$ cat config.mk
export PLATFORM = sky130hd
export DESIGN_NAME = qdec_front
export DESIGN_NICKNAME = d
export VERILOG_FILES = /design/src/rtl/qdec_pkg.sv /design/src/rtl/qdec_sync.sv /design/src/rtl/qdec_prescaler.sv /design/src/rtl/qdec_chan_filter.sv /design/src/rtl/qdec_decode.sv /design/src/rtl/qdec_front.sv
export SDC_FILE = /design/constraint.sdc
export NUM_CORES = 1
export LEC_CHECK = 0
export BUFFER_PORTS_ARGS = -buffer_cell sky130_fd_sc_hd__buf_2
export CAP_MARGIN = 25
export CORE_MARGIN = 2
export CORE_UTILIZATION = 65
export CTS_BUF_LIST = sky130_fd_sc_hd__clkbuf_8
export DETAILED_ROUTE_END_ITERATION = 12
export GPL_ROUTABILITY_DRIVEN = 0
export GPL_TIMING_DRIVEN = 0
export MAX_ROUTING_LAYER = met4
export PLACE_DENSITY = 0.86
export SYNTH_ARGS = -nofsm -noshare
export SYNTH_HDL_FRONTEND = slang
export SYNTH_HIERARCHICAL = 1
export SYNTH_SLANG_ARGS = --single-unit
$ cat constraint.sdc
create_clock -name clk -period 4.27 [get_ports clk]
set_input_delay 0.427 -clock clk [delete_from_list [all_inputs] [get_ports clk]]
set_output_delay 0.427 -clock clk [all_outputs]
set_load 0.05 [all_outputs]
$ cat src/rtl/qdec_pkg.sv
package qdec_pkg;
  typedef enum logic [1:0] {
    QM_PULSE = 2'b00,
    QM_X1    = 2'b01,
    QM_X2    = 2'b10,
    QM_X4    = 2'b11
  } qmode_e;

  localparam int CH_A   = 0;
  localparam int CH_B   = 1;
  localparam int CH_IDX = 2;
  localparam int NUM_CH = 3;
endpackage

$ cat src/rtl/qdec_sync.sv
module qdec_sync #(
  parameter int WIDTH = 3
) (
  input  logic             clk,
  input  logic             rst_n,
  input  logic [WIDTH-1:0] raw_i,
  output logic [WIDTH-1:0] sync_o
);
  logic [WIDTH-1:0] meta_q;

  always_ff @(posedge clk or negedge rst_n) begin
    if (!rst_n) begin
      meta_q <= '0;
      sync_o <= '0;
    end else begin
      meta_q <= raw_i;
      sync_o <= meta_q;
    end
  end
endmodule

$ cat src/rtl/qdec_prescaler.sv
module qdec_prescaler #(
  parameter int DIV_W = 8
) (
  input  logic             clk,
  input  logic             rst_n,
  input  logic [DIV_W-1:0] div_i,
  output logic             tick_o
);
  logic [DIV_W-1:0] cnt_q;

  assign tick_o = (cnt_q == '0);

  always_ff @(posedge clk or negedge rst_n) begin
    if (!rst_n)      cnt_q <= '0;
    else if (tick_o) cnt_q <= div_i;
    else             cnt_q <= cnt_q - 1'b1;
  end

  // a nonzero divisor never yields ticks on back-to-back cycles
  assert_tick_spacing_R1: assert property (@(posedge clk) disable iff (!rst_n)
    (tick_o && div_i != '0) |=> !tick_o);
endmodule

$ cat src/rtl/qdec_chan_filter.sv
module qdec_chan_filter #(
  parameter int STABLE_TICKS = 3
) (
  input  logic clk,
  input  logic rst_n,
  input  logic tick_i,
  input  logic din_i,
  output logic level_o,
  output logic chg_o,
  output logic glitch_o
);
  localparam int RUN_W = (STABLE_TICKS > 2) ? $clog2(STABLE_TICKS) : 1;
  localparam logic [RUN_W-1:0] RUN_MAX    = RUN_W'(STABLE_TICKS - 1);
  localparam logic [RUN_W-1:0] RUN_ACCEPT = RUN_W'(STABLE_TICKS - 2);

  logic             cand_q;
  logic [RUN_W-1:0] run_q;

  always_ff @(posedge clk or negedge rst_n) begin
    if (!rst_n) begin
      cand_q   <= 1'b0;
      run_q    <= RUN_MAX;
      level_o  <= 1'b0;
      chg_o    <= 1'b0;
      glitch_o <= 1'b0;
    end else begin
      chg_o    <= 1'b0;
      glitch_o <= 1'b0;
      if (tick_i) begin
        if (din_i != cand_q) begin
          cand_q   <= din_i;
          run_q    <= '0;
          glitch_o <= (cand_q != level_o);
        end else begin
          if (run_q != RUN_MAX) run_q <= run_q + 1'b1;
          if (run_q == RUN_ACCEPT && cand_q != level_o) begin
            level_o <= cand_q;
            chg_o   <= 1'b1;
          end
        end
      end
    end
  end

  // an accepted change only follows a sampling tick
  assert_accept_on_tick_R2: assert property (@(posedge clk) disable iff (!rst_n)
    chg_o |-> $past(tick_i));
  // the change strobe always comes with a real level flip
  assert_accept_flips_R2: assert property (@(posedge clk) disable iff (!rst_n)
    chg_o |-> (level_o != $past(level_o)));
endmodule

$ cat src/rtl/qdec_decode.sv
module qdec_decode
  import qdec_pkg::*;
#(
  parameter int NCH = 3
) (
  input  logic           clk,
  input  logic           rst_n,
  input  logic [1:0]     mode_i,
  input  logic           idx_pol_i,
  input  logic [NCH-1:0] level_i,
  input  logic [NCH-1:0] chg_i,
  input  logic [NCH-1:0] glitch_i,
  input  logic           raw_a_i,
  input  logic           raw_b_i,
  output logic           count_en,
  output logic           dir,
  output logic           index_evt,
  output logic           error_evt
);
  qmode_e mode;
  logic   a_lvl, b_lvl, a_chg, b_chg, pair;
  logic   raw_a_q, hit, dir_n, err_n, idx_n;

  assign mode  = qmode_e'(mode_i);
  assign a_lvl = level_i[CH_A];
  assign b_lvl = level_i[CH_B];
  assign a_chg = chg_i[CH_A];
  assign b_chg = chg_i[CH_B];
  assign pair  = a_chg & b_chg;

  always_comb begin
    hit   = 1'b0;
    dir_n = dir;
    unique case (mode)
      QM_PULSE: begin
        hit   = raw_a_i & ~raw_a_q;
        dir_n = raw_b_i;
      end
      QM_X1: begin
        hit   = a_chg & a_lvl & ~b_chg;
        dir_n = ~b_lvl;
      end
      QM_X2: begin
        hit   = a_chg & ~b_chg;
        dir_n = a_lvl ^ b_lvl;
      end
      QM_X4: begin
        hit   = a_chg ^ b_chg;
        dir_n = a_chg ? (a_lvl ^ b_lvl) : ~(a_lvl ^ b_lvl);
      end
      default: hit = 1'b0;
    endcase
    err_n = (mode != QM_PULSE) & ((|glitch_i) | pair);
    idx_n = chg_i[CH_IDX] & (level_i[CH_IDX] == idx_pol_i);
  end

  always_ff @(posedge clk or negedge rst_n) begin
    if (!rst_n) begin
      raw_a_q   <= 1'b0;
      count_en  <= 1'b0;
      dir       <= 1'b0;
      index_evt <= 1'b0;
      error_evt <= 1'b0;
    end else begin
      raw_a_q   <= raw_a_i;
      count_en  <= hit;
      if (hit) dir <= dir_n;
      index_evt <= idx_n;
      error_evt <= err_n;
    end
  end

  // a same-tick A/B acceptance in a quadrature mode produces no count
  assert_pair_no_count_R9: assert property (@(posedge clk) disable iff (!rst_n)
    (pair && mode != QM_PULSE) |=> !count_en);
  // pulse mode never reports an error
  assert_pulse_no_error_R10: assert property (@(posedge clk) disable iff (!rst_n)
    (mode == QM_PULSE) |=> !error_evt);
  // x1 counts nothing but an accepted rising A
  assert_x1_rise_only_R6: assert property (@(posedge clk) disable iff (!rst_n)
    (mode == QM_X1 && !(a_chg && a_lvl)) |=> !count_en);
endmodule

$ cat src/rtl/qdec_front.sv
module qdec_front
  import qdec_pkg::*;
#(
  parameter int PSC_W        = 8,
  parameter int STABLE_TICKS = 3
) (
  input  logic             clk,
  input  logic             rst_n,
  input  logic [PSC_W-1:0] psc_div,
  input  logic [1:0]       qmode,
  input  logic             idx_pol,
  input  logic             in_a,
  input  logic             in_b,
  input  logic             in_idx,
  output logic             count_en,
  output logic             dir,
  output logic             index_evt,
  output logic             error_evt
);
  logic              tick;
  logic [NUM_CH-1:0] raw_v, sync_v, level_v, chg_v, glitch_v;

  assign raw_v = {in_idx, in_b, in_a};

  qdec_sync #(.WIDTH(NUM_CH)) u_sync (
    .clk(clk), .rst_n(rst_n), .raw_i(raw_v), .sync_o(sync_v)
  );

  qdec_prescaler #(.DIV_W(PSC_W)) u_psc (
    .clk(clk), .rst_n(rst_n), .div_i(psc_div), .tick_o(tick)
  );

  for (genvar c = 0; c < NUM_CH; c++) begin : g_chan
    qdec_chan_filter #(.STABLE_TICKS(STABLE_TICKS)) u_filt (
      .clk(clk), .rst_n(rst_n), .tick_i(tick), .din_i(sync_v[c]),
      .level_o(level_v[c]), .chg_o(chg_v[c]), .glitch_o(glitch_v[c])
    );
  end

  qdec_decode #(.NCH(NUM_CH)) u_dec (
    .clk(clk), .rst_n(rst_n), .mode_i(qmode), .idx_pol_i(idx_pol),
    .level_i(level_v), .chg_i(chg_v), .glitch_i(glitch_v),
    .raw_a_i(sync_v[CH_A]), .raw_b_i(sync_v[CH_B]),
    .count_en(count_en), .dir(dir), .index_evt(index_evt), .error_evt(error_evt)
  );

  // no strobe is ever issued in the first cycle out of reset
  assert_quiet_after_reset_R12: assert property (@(posedge clk) disable iff (!rst_n)
    $rose(rst_n) |-> !(count_en || error_evt || index_evt));
endmodule

==> results.sh <==
export IMPL_placementRows=19
export IMPL_layout_common_cells="34 x dfrtp_1, 20 x buf_2, 14 x inv_1, 14 x nand3_1, 14 x ha_1"
export IMPL_groute_usage_overall_pct=23.7
export IMPL_cts_root_buf="clkbuf_8"
export IMPL_path_max_fanout=26
export IMPL_synth_top_area_cell="dfrtp_1"
export IMPL_ys_ff_latch=37
export IMPL_layoutNonFillerInstCount=238
export IMPL_max_stage_delay_ns=0.45
export IMPL_final_nets=236
export IMPL_start_util_pct=69.5
export IMPL_htree_levels=2
export IMPL_path_class="flop to flop"
export IMPL_dr_pass1_iters=8
export IMPL_yosysWarnings=6
export IMPL_dr_first_iter_drc_count=58
export IMPL_first_global_vias=1423
export IMPL_synth_top_area_share_pct=43.6
export IMPL_hp_class="primary input to async pin"
export IMPL_worst_path_buf_inv=2
export IMPL_worst_r2r_cell_count=8
export IMPL_ys_flop_type="dfrtp_1"
export IMPL_io_pins=20
export IMPL_area_growth_pct=13.0
export IMPL_cap_violations=0
export IMPL_placedCellCount=230
export IMPL_period_share_pct=55.0
export IMPL_cp_arrival_ns=2.50
export IMPL_required_ns=4.42
export IMPL_avgRoutedWirePerCell_um=14.3
export IMPL_finalCriticalPeriod_ns=2.35
export IMPL_ys_seq_area_share_pct=47.7
export IMPL_syn_inst=180
export IMPL_worstPathCellList="inv_1 -> ha_1 -> nor3b_2 -> and2_0 -> buf_2 -> nand2_1 -> o31ai_1 -> o21ai_0"
export IMPL_via_count=1413
export IMPL_worstSetupEndpointType="flop"
export IMPL_grt_max_degree=38
export IMPL_status="complete, but fails checks"
export IMPL_diodes=0
export IMPL_clk_latency_ns=0.29
export IMPL_die_w_um=58.8
export IMPL_p_leak_nw=0.946
export IMPL_dp_hpwl_um=2360
export IMPL_ir_drop_uv=283
export IMPL_finalInstanceArea_um2=2200
export IMPL_drcViolationCount=3
export IMPL_powerDensity_nw_per_um2=326
export IMPL_drive_gt1_share_pct=22.7
export IMPL_startpoint_type="flop"
export IMPL_slew_headroom_pct=47.3
export IMPL_fmax_mhz=426
export IMPL_clockBufferDepth=2
export IMPL_cts_resized=0
export IMPL_clk_pin_slew_worst_paths_ns=0.07
export IMPL_wl_um=3410
export IMPL_path_depth=8
export IMPL_finalClockSkew_ns=0.00458
export IMPL_cts_sinks=37
export IMPL_via_per_inst=5.94
export IMPL_synth_area_top_cells="dfrtp_1 44%, ha_1 9.0%, dfstp_2 4.0%"
export IMPL_finalHoldViolCount=0
export IMPL_async_flop_share_pct=100
export IMPL_cts_tree="yes"
export IMPL_antenna_found_initial=0
export IMPL_fillCellCount=198
export IMPL_synth_area_um2=1950
export IMPL_setup_viol=0
export IMPL_cpLargestDelayFamily="simple AND/OR/NAND/NOR gates"
export IMPL_drv_slew=0
export IMPL_cts_hold_buf=0
export IMPL_ant_nets=0
export IMPL_whs_ns=0.216
export IMPL_grt_pass1_wl_um=5920
export IMPL_grt_ovfl_total=0
export IMPL_die_height_um=58.8
export IMPL_failed_checks="design-rule violations"
export IMPL_yosysUniqueCellTypes=40
export IMPL_synth_edf_count=0
export IMPL_syn_area_per_cell_um2=10.8
export IMPL_setup_tns_final_ns=0
export IMPL_power_w=0.000719
export IMPL_tightest_slew_ns=0.791
export IMPL_cts_buffers=5
export IMPL_final_common_cell="dfrtp_1"
export IMPL_postCtsSetupBuffers=0
export IMPL_dieArea_um2=3450
export IMPL_rsz0062_at_grt="false"
export IMPL_portBuffers=19
export IMPL_crit_path_top_delay_cell="nor3b_2"
export IMPL_syn_nets=210
export IMPL_core_area_um2=2810
export IMPL_place_area_um2=2080
per-stage QoR:
step	utilization [%]	setup WS, ns
final	78.5	1.92
after global routing	78.5	1.69
after CTS	78.5	1.94
after detailed placement	74.3	2.00
after global placement	74.3	2.11
after floorplan	-	2.38
flip-flops by register name (all words and copies together) (netlist names):
name / flops
g_chan.u_filt/cand_q: 3
g_chan.u_filt/chg_o: 3
g_chan.u_filt/glitch_o: 3
g_chan.u_filt/level_o: 3
g_chan.u_filt/run_q: 6
u_dec/count_en: 1
u_dec/dir: 1
u_dec/error_evt: 1
u_dec/index_evt: 1
u_dec/raw_a_q: 1
u_psc/cnt_q: 8
u_sync/meta_q: 3
u_sync/sync_o: 3
power breakdown:
part / internal (W) / total (W) / switching, W / leakage (nW)
Combinational: 0.0000177 / 0.0000470 / 0.0000292 / 0.421
Sequential: 0.000357 / 0.000360 / 0.00000328 / 0.468
Clock: 0.000190 / 0.000312 / 0.000122 / 0.0574
Total: 0.000564 / 0.000719 / 0.000155 / 0.946
cell usage after synthesis (3+ instances only):
cell type and number:
nand3_1 14, ha_1 14, buf_6 3, o21ai_0 11
nand2_1 8, dfrtp_1 34, o21ai_1 4, a21oi_1 6
inv_1 14, o211ai_1 4, nor2_1 8, mux2_2 3
a21boi_1 6, dfstp_2 3, xnor2_1 8, or3b_1 6
buf_4 3, o31ai_1 3, nand3b_1 7
worst paths after layout:
kind	start	slack, ns	end
max	u_psc/cnt_q[0]$_DFF_PN0_	1.92	g_chan[0].u_filt/level_o$_DFFE_PN0P_
min	rst_n	0.22	u_dec/dir$_DFFE_PN0P_
max reg2reg	u_psc/cnt_q[0]$_DFF_PN0_	1.92	g_chan[0].u_filt/level_o$_DFFE_PN0P_
min reg2reg	u_sync/meta_q[2]$_DFF_PN0_	0.36	u_sync/sync_o[2]$_DFF_PN0_
max in group asynchronous	rst_n	3.55	u_psc/cnt_q[6]$_DFF_PN0_
min in group clk	in_b	0.24	u_sync/meta_q[1]$_DFF_PN0_
layer usage:
| layer | vias to the layer above | share of wire, % | track usage (%) |
|---|---|---|---|
| met5 | - | 0 | - |
| met2 | 21 | 53 | 39.4 |
| met4 | 0 | 1.1 | 11.4 |
| li1 | 686 | - | - |
| met1 | 701 | 43 | 25.4 |
| met3 | 5 | 3.4 | 7.91 |
logic make-up (layout without fill, tap and decap cells):
| group | count (synthesis) | count (layout) | share of synthesized area [%] |
|---|---|---|---|
| adder cells (fa/ha/maj) | 14 | 14 | 8.99 |
| AO/OA/AOI/OAI | 41 | 41 | 13.9 |
| buffers and inverters | 21 | 48 | 5.84 |
| XOR/XNOR | 8 | 8 | 3.59 |
| multiplexers | 4 | 4 | 2.50 |
| flip-flops | 37 | 37 | 47.7 |
| AND/OR/NAND/NOR | 55 | 55 | 17.5 |
cell type report:
class                   instances  area [µm²]  share of cell area [%]
plain buffers                   7        61.3                    2.78
inverters                      14        52.6                    2.39
multi-input cells             122         906                    41.1
well taps                      31        38.8                    1.76
clock buffers                   6        82.6                    3.75
repair buffers                 19        95.1                    4.32
flip-flops and latches         37         930                    42.2
clock inverters                 2        37.5                    1.70
worst reg2reg max path, delay by kind of cell (launching register included):
| family | cells | cell delay [ns] |
|---|---|---|
| AO/OA/AOI/OAI | 2 | 0.37 |
| adder cells (fa/ha/maj) | 1 | 0.16 |
| AND/OR/NAND/NOR | 3 | 0.80 |
| flip-flops | 1 | 0.41 |
| buffers and inverters | 2 | 0.48 |
No activity file was read; power rests on OpenSTA's default activity.
